==> src/rtl/mdio_master.sv <==
module mdio_master (
  input  logic        clk,
  input  logic        rst_n,
  input  logic        reg_wr,
  input  logic        reg_addr,
  input  logic [31:0] reg_wdata,
  output logic [31:0] reg_rdata,
  output logic        mdc,
  output logic        mdio_o,
  output logic        mdio_oe,
  input  logic        mdio_i
);
  logic [31:0] gw, cfg;
  logic [7:0]  cnt;
  logic [5:0]  slot;
  logic        mdc_q, out_q, oe_q;

  wire       busy    = gw[30];
  wire [7:0] per     = cfg[15:8];
  wire [7:0] in_dly  = cfg[23:16];
  wire [7:0] out_dly = cfg[31:24];
  wire       is_rd   = (gw[27:26] == 2'b10);

  wire gw_wr     = reg_wr && !reg_addr;
  wire launch    = gw_wr && !busy && reg_wdata[30];
  wire abort     = gw_wr && busy && (reg_wdata == 32'd0);
  wire phase_end = busy && (cnt == per);
  wire frame_end = phase_end && mdc_q && (slot == 6'd63);
  wire drive_pt  = busy && !mdc_q && (cnt == out_dly);
  wire samp_pt   = busy && mdc_q && (cnt == in_dly) && is_rd && (slot >= 6'd48);

  wire [63:0] frame = {32'hFFFF_FFFF, 2'b01, gw[27:26], gw[25:21], gw[20:16], 2'b10, gw[15:0]};

  assign reg_rdata = reg_addr ? cfg : gw;
  assign mdc       = mdc_q;
  assign mdio_o    = out_q;
  assign mdio_oe   = oe_q;

  always_ff @(posedge clk) begin
    if (!rst_n) begin
      gw  <= '0;
      cfg <= '0;
    end else begin
      if (gw_wr && (!busy || abort)) gw <= reg_wdata;
      else begin
        if (samp_pt)   gw[15:0] <= {gw[14:0], mdio_i};
        if (frame_end) gw[30]   <= 1'b0;
      end
      if (reg_wr && reg_addr && !busy) cfg <= reg_wdata;
    end
  end

  always_ff @(posedge clk) begin
    if (!rst_n || launch || abort || !busy) begin
      cnt   <= '0;
      slot  <= '0;
      mdc_q <= 1'b0;
    end else if (phase_end) begin
      cnt   <= '0;
      mdc_q <= ~mdc_q;
      if (mdc_q) slot <= slot + 6'd1;
    end else begin
      cnt <= cnt + 8'd1;
    end
  end

  always_ff @(posedge clk) begin
    if (!rst_n || abort || frame_end) begin
      out_q <= 1'b0;
      oe_q  <= 1'b0;
    end else if (drive_pt) begin
      out_q <= frame[6'd63 - slot];
      oe_q  <= !(is_rd && slot >= 6'd46);
    end
  end

  AST_IDLE_QUIET: assert property (@(posedge clk) disable iff (!rst_n)
    !gw[30] |-> (!mdc_q && !oe_q));
  AST_PHASE_STEADY: assert property (@(posedge clk) disable iff (!rst_n)
    (gw[30] && cnt != 8'd0) |-> $stable(mdc_q));
  AST_CNT_BOUND: assert property (@(posedge clk) disable iff (!rst_n)
    gw[30] |-> (cnt <= per));
  AST_WR_DRIVEN: assert property (@(posedge clk) disable iff (!rst_n)
    (gw[30] && !is_rd && slot >= 6'd1) |-> oe_q);
  AST_RD_RELEASED: assert property (@(posedge clk) disable iff (!rst_n)
    (gw[30] && is_rd && slot >= 6'd47) |-> !oe_q);
  AST_BUSY_IGNORE: assert property (@(posedge clk) disable iff (!rst_n)
    (gw_wr && gw[30] && reg_wdata != 32'd0) |=> (gw[29:16] == $past(gw[29:16])));
endmodule

==> config.mk <==
export PLATFORM = sky130hd
export DESIGN_NAME = mdio_master
export DESIGN_NICKNAME = d
export VERILOG_FILES = /design/src/rtl/mdio_master.sv
export SDC_FILE = /design/constraint.sdc
export NUM_CORES = 1
export LEC_CHECK = 0
export ABC_AREA = 0
export ABC_CLOCK_PERIOD_IN_PS = 2000
export BUFFER_PORTS_ARGS = -buffer_cell sky130_fd_sc_hd__buf_4
export CAP_MARGIN = 10
export CORE_MARGIN = 1
export CORE_UTILIZATION = 41
export CTS_CLUSTER_SIZE = 12
export DETAILED_ROUTE_END_ITERATION = 7
export HOLD_SLACK_MARGIN = 0.02
export PLACE_DENSITY = 0.66
export RECOVER_POWER = 25
export SLEW_MARGIN = 20
export SYNTH_ARGS = -nofsm -noshare
export SYNTH_HDL_FRONTEND = slang
export SYNTH_SLANG_ARGS = --single-unit
==> constraint.sdc <==
create_clock -name clk -period 2 [get_ports clk]
set_clock_uncertainty 0.2 [all_clocks]
set_input_delay 0 -clock clk [delete_from_list [all_inputs] [get_ports clk]]
set_output_delay 0 -clock clk [all_outputs]
set_load 0.005 [all_outputs]
## After elaboration in Yosys (flattened, before gate mapping)

Cells that the tools add are included.

- Logic and storage cells: 62
- Register bits after elaboration: 81
- Input port bits: 37
- Output and inout bits: 35

- Eq/ne operators: 5
- Reductions and logical operators: 34
- Add/sub/neg operators: 3
- Bitwise gates (word level): 1
- Multiplexer cells: 7
- Order comparisons: 3

Operator list:

| kind | number |
|---|---|
| 32-bit zero test | 1 |
| 16-bit two-way mux | 2 |
| 32-bit two-way mux | 1 |
| 8-bit equality test | 3 |
| 1-bit logical AND | 18 |
| 6-bit >= comparator, second input constant | 2 |
| 8-bit by 1-bit adder with 8-bit output, second input constant | 1 |
| 6-bit by 7-bit < comparator with 1-bit output, second input constant | 1 |
| 6-bit by 1-bit adder with 6-bit output, second input constant | 1 |
| 1-bit binary-select mux with 6-bit select | 1 |
| 6-bit equality test, second input constant | 1 |
| 1-bit logical OR | 6 |
| 6-bit subtractor, first input constant | 1 |
| 1-bit zero test | 5 |
| 2-bit nonzero test | 2 |
| 1-bit two-way mux | 3 |
| 2-bit equality test, second input constant | 1 |
| 2-bit AND reduction | 1 |
| 2-bit OR reduction | 1 |
| 1-bit inverter | 1 |

## Depth between registers and ports, before layout

- Depth in word-level cells: 8
- Mapped depth: 8
- Gate-level depth less buffers: 6

## Worst setup path after synthesis

No wires, ideal clock.

- Path kind: register to register
- Start: register cnt[0]
- End: register out_q (netlist: mdio_o)
- Stages on the path, launching flop included: 8
- Data required time: 1.665 ns
- Arrival: 1.544 ns
- Library setup time: 0.135 ns
- Slack: 0.120 ns
- Cell sequence: dfxtp_1 buf_2 xnor2_1 nand4_1 nor4_4 nand3_1 nor3b_1 a21boi_1

- Cells in the longest elaborated chain, start to end: 5

Ends and longest elaborated chain:

| item | RTL line | source |
|---|---|---|
| start, declared | 14 | `logic [7:0] cnt;` |
| start signal, assigned | 63 | `cnt <= cnt + 8'd1;` |
| 8-bit equality test | 27 | `wire phase_end = busy && (cnt == per);` |
| 1-bit logical AND | 27 |  |
| 1-bit logical AND (2 in a row) | 28 | `wire frame_end = phase_end && mdc_q && (slot == 6'd63);` |
| 1-bit logical OR | 68 | `if (!rst_n \|\| abort \|\| frame_end) begin` |
| end signal, assigned | 72 | `out_q <= frame[6'd63 - slot];` |
| end, declared | 16 | `logic mdc_q, out_q, oe_q;` |

Several ways; a longest one is shown, not always the timed one.
A chain may end at the register's enable or synchronous reset.

## Worst setup path after layout

- Start: input reg_wdata[31]
- End: register gw[11]

- Cells in the longest elaborated chain, start to end: 5

Ends and longest elaborated chain:

| item | RTL line | source |
|---|---|---|
| start, declared | 6 | `input logic [31:0] reg_wdata,` |
| 32-bit zero test (*) | 26 | `wire abort = gw_wr && busy && (reg_wdata == 32'd0);` |
| 1-bit logical AND (*) | 26 |  |
| 1-bit logical OR (*) | 44 | `if (gw_wr && (!busy \|\| abort)) gw <= reg_wdata;` |
| 1-bit logical AND (*) | 44 |  |
| 16-bit two-way mux / 2-bit nonzero test (equally long branches) | -- |  |
| end signal, assigned | 44 |  |
| end signal, assigned | 46 | `if (samp_pt) gw[15:0] <= {gw[14:0], mdio_i};` |
| end, declared | 13 | `logic [31:0] gw, cfg;` |

Mark *: on every way between the ends. The rest lies on a longest branch, timed or not.

==> out/metrics.csv <==
stage,metric,value,unit
run_status,status,"finished, final reports clean",
cts,cts_tree,yes,
cts,cts_buffers,9,
synthesis,synth_cells,468,
die,die_x,104,um
final_layout,antenna_cells,0,
critical_path,critical_path_class,in -> reg,
critical_path,critical_path_arrival,2.00,ns
final_layout,seqCellArea,1630,um2
sta,max_freq,510,MHz
place,placedInstanceArea,5020,um2
synthesis,yosys.area.top_type,dfxtp_1,
cts,clockBufferDepth,2,
final_layout,final_cells,710,
sta,fin_hold_ws,0.0449,ns
synthesis,synth_seq_cells,81,
die,rows,37,
pwr,ir_worst_vdd,418,uV
cts,cts_setup_buffers,0,
global_route,grt_usage,22.4,%
final_layout,multi_input_area,2540,um2
drt,postRouteAntennaNets,0,
hold_path,holdCritPathClass,in -> reg,
pwr,p_leak,2.36,nW
place,placed_cells,659,
critical_path,critPathLaunchType,input pin,
job,max-cap-violations,0,
synthesis,synth_nets,507,
critical_path,crit_start,reg_wdata[31],
synthesis,synthTopCellsByArea,"dfxtp_1 38%, mux2i_1 8.6%, mux2_2 8.4%",
final_layout,final_cell_area,5630,um2
global_route,overflow,0,
place,routabilityCongestion,0.806,
final_layout,drive_above_1_share,29.3,%
sta,setup_tns,0,ns
cts,htreeDepth,3,
sta,hold_viol,0,
global_route,grt_antenna_before_repair,0,
synthesis,ys_types,41,
die,coreArea,10200,um2
synthesis,synthFlopType,dfxtp_1,
global_route,grt_pass1_vias,3605,
drt,vias,3738,
die,io_pins,72,
synthesis,synth_warnings,0,
die,initial_core_util,42.1,%
pwr,p_total,3.44,mW
cts,cts-root-buf,clkbuf_8,
drt,drt_first_iter_violations,172,
cts,numClockSinks,81,
final_layout,nets,608,
critical_path,worstPathRequired,2.04,ns
place,dp_hpwl,8370,um
cts,clk_latency,0.35,ns
sta,setup_viol,0,
hold_path,holdCritStartpoint,reg_wdata[27],
sta,worst_slew_pin_slew,0.456,ns
critical_path,crit_chain,"dlygate4sd3_1, buf_4, nor4b_4, and4_1, nand4_2, a21o_4, buf_12, o21ai_0, a21oi_1",
sta,setup_ws,0.0395,ns
critical_path,crit_path_max_incr_delay,0.53,ns
sta,min_period,1.96,ns
place,portBuffers,71,
critical_path,end_kind,register,
critical_path,cp_max_fo,34,
global_route,grt_pass1_wl,19200,um
drt,dr.pass1.iters,5,
synthesis,avgSynthCellArea,9.20,um2
synthesis,seq_area_frac_synth,37.7,%
drt,drt-vias-per-instance,5.26,
die,die_h,104,um
final_layout,areaGrowthSynthToFinish,30.8,%
synthesis,synth.cell_area,4310,um2
pwr,p_per_area,611,nW/um2
drt,drcViolationCount,0,
critical_path,worstReg2RegStart,gw[30],
cts,clk_pin_slew,0.08,ns
synthesis,synth-edff-count,0,
die,dieArea,10900,um2
sta,relSlewSlack,69.3,%
global_route,grt_max_degree,36,
sta,maxSlewViolCount,0,
sta,period_share,98.0,%
drt,drt_wl_total,12200,um
critical_path,crit_slowest_cell,dlygate4sd3_1,
final_layout,nFillCells,909,
drt,post_drt_wl_per_cell,17.1,um
synthesis,synth_top_area_share,37.7,%
synthesis,synthArstFlopShare,0,%
final_layout,fin_util,55.1,%
place,place_ws,0.0411,ns
power breakdown:
part	leakage (nW)	total, mW	switching (mW)	internal [mW]
sequential	0.666	1.75	0.0665	1.68
combinational	1.60	0.575	0.263	0.312
clock	0.0911	1.12	0.606	0.512
total	2.36	3.44	0.935	2.51
worst max-delay path, delay by kind of cell:
family,cells,cell delay [ns]
buf+inv,3,0.86
simple gates,3,0.63
compound gates,3,0.50
sequential cells by signal, indices dropped and copies added, names as in the netlist:
register / count
mdc: 1
mdio_oe: 1
gw: 32
cfg: 32
cnt: 8
mdio_o: 1
slot: 6
cells by family after synthesis:
group                    synth area share (%)
AO/OA/AOI/OAI                            11.1
XOR/XNOR                                 7.50
adder cells (fa/ha/maj)                 0.581
buffers and inverters                    4.76
flip-flops                               37.7
multiplexers                             19.1
AND/OR/NAND/NOR                          19.3
path summary, 6_finish.rpt:
check | endpoint | slack (ns) | cells after the start
worst max-delay path | gw[11] | 0.04 | 9
worst min-delay path | mdio_oe | 0.04 | 5
worst max register to register | gw[11] | 0.10 | 7
worst min register to register | cfg[4] | 0.26 | 2
cells in the final DEF (no fill, tap or decap), drive strengths merged, types with 4 or more instances in the layout:
cell type and count:
nand4 8, nor4 9, clkbuf 36, nor3 6, mux2i 37, a21oi 16
mux4 4, and3 5, dfxtp 81, xnor2 21, buf 68, nor2b 17
nand2 74, dlygate4sd3 34, a21boi 33, xor2 15, o21ai 21, mux2 32
nand3 10, nor2 22
routing by layer:
metal	vias up	global-route usage, %	part of all wire, %
met2	107	37.4	47
li1	1817	-	-
met4	0	6.12	1.6
met3	12	3.82	4.5
met1	1802	29.6	47
met5	-	0	0
synth_stat cells, types with 2 or more instances:
| master | n |
|---|---|
| a211oi_1 | 2 |
| a21boi_0 | 32 |
| a21oi_1 | 16 |
| and3_1 | 5 |
| buf_2 | 8 |
| buf_4 | 3 |
| buf_6 | 5 |
| clkbuf_1 | 21 |
| dfxtp_1 | 81 |
| ha_1 | 2 |
| inv_1 | 2 |
| mux2_2 | 32 |
| mux2i_1 | 37 |
| mux4_2 | 4 |
| nand2_1 | 74 |
| nand3_1 | 10 |
| nand4_1 | 6 |
| nor2_1 | 22 |
| nor2b_1 | 17 |
| nor3_1 | 6 |
| nor3b_1 | 3 |
| nor4_1 | 6 |
| nor4_4 | 2 |
| o21ai_0 | 21 |
| or2_2 | 2 |
| xnor2_1 | 21 |
| xor2_1 | 14 |
repair_timing:
item	in CTS	in global routing
hold buffers	34	0
endpoints found under the hold margin	65	0
endpoints found under the setup margin	0	39
gates resized for setup	0	25
layout make-up:
class	instances	share of cell area [%]
repair buffers	127	19.6
flip-flops and latches	81	29.0
well taps	136	3.02
multi-input cells	348	45.1
clock inverters	5	0.533
clock buffers	11	2.69
inverters	2	0.133
Power figures use the tool's default switching activity.
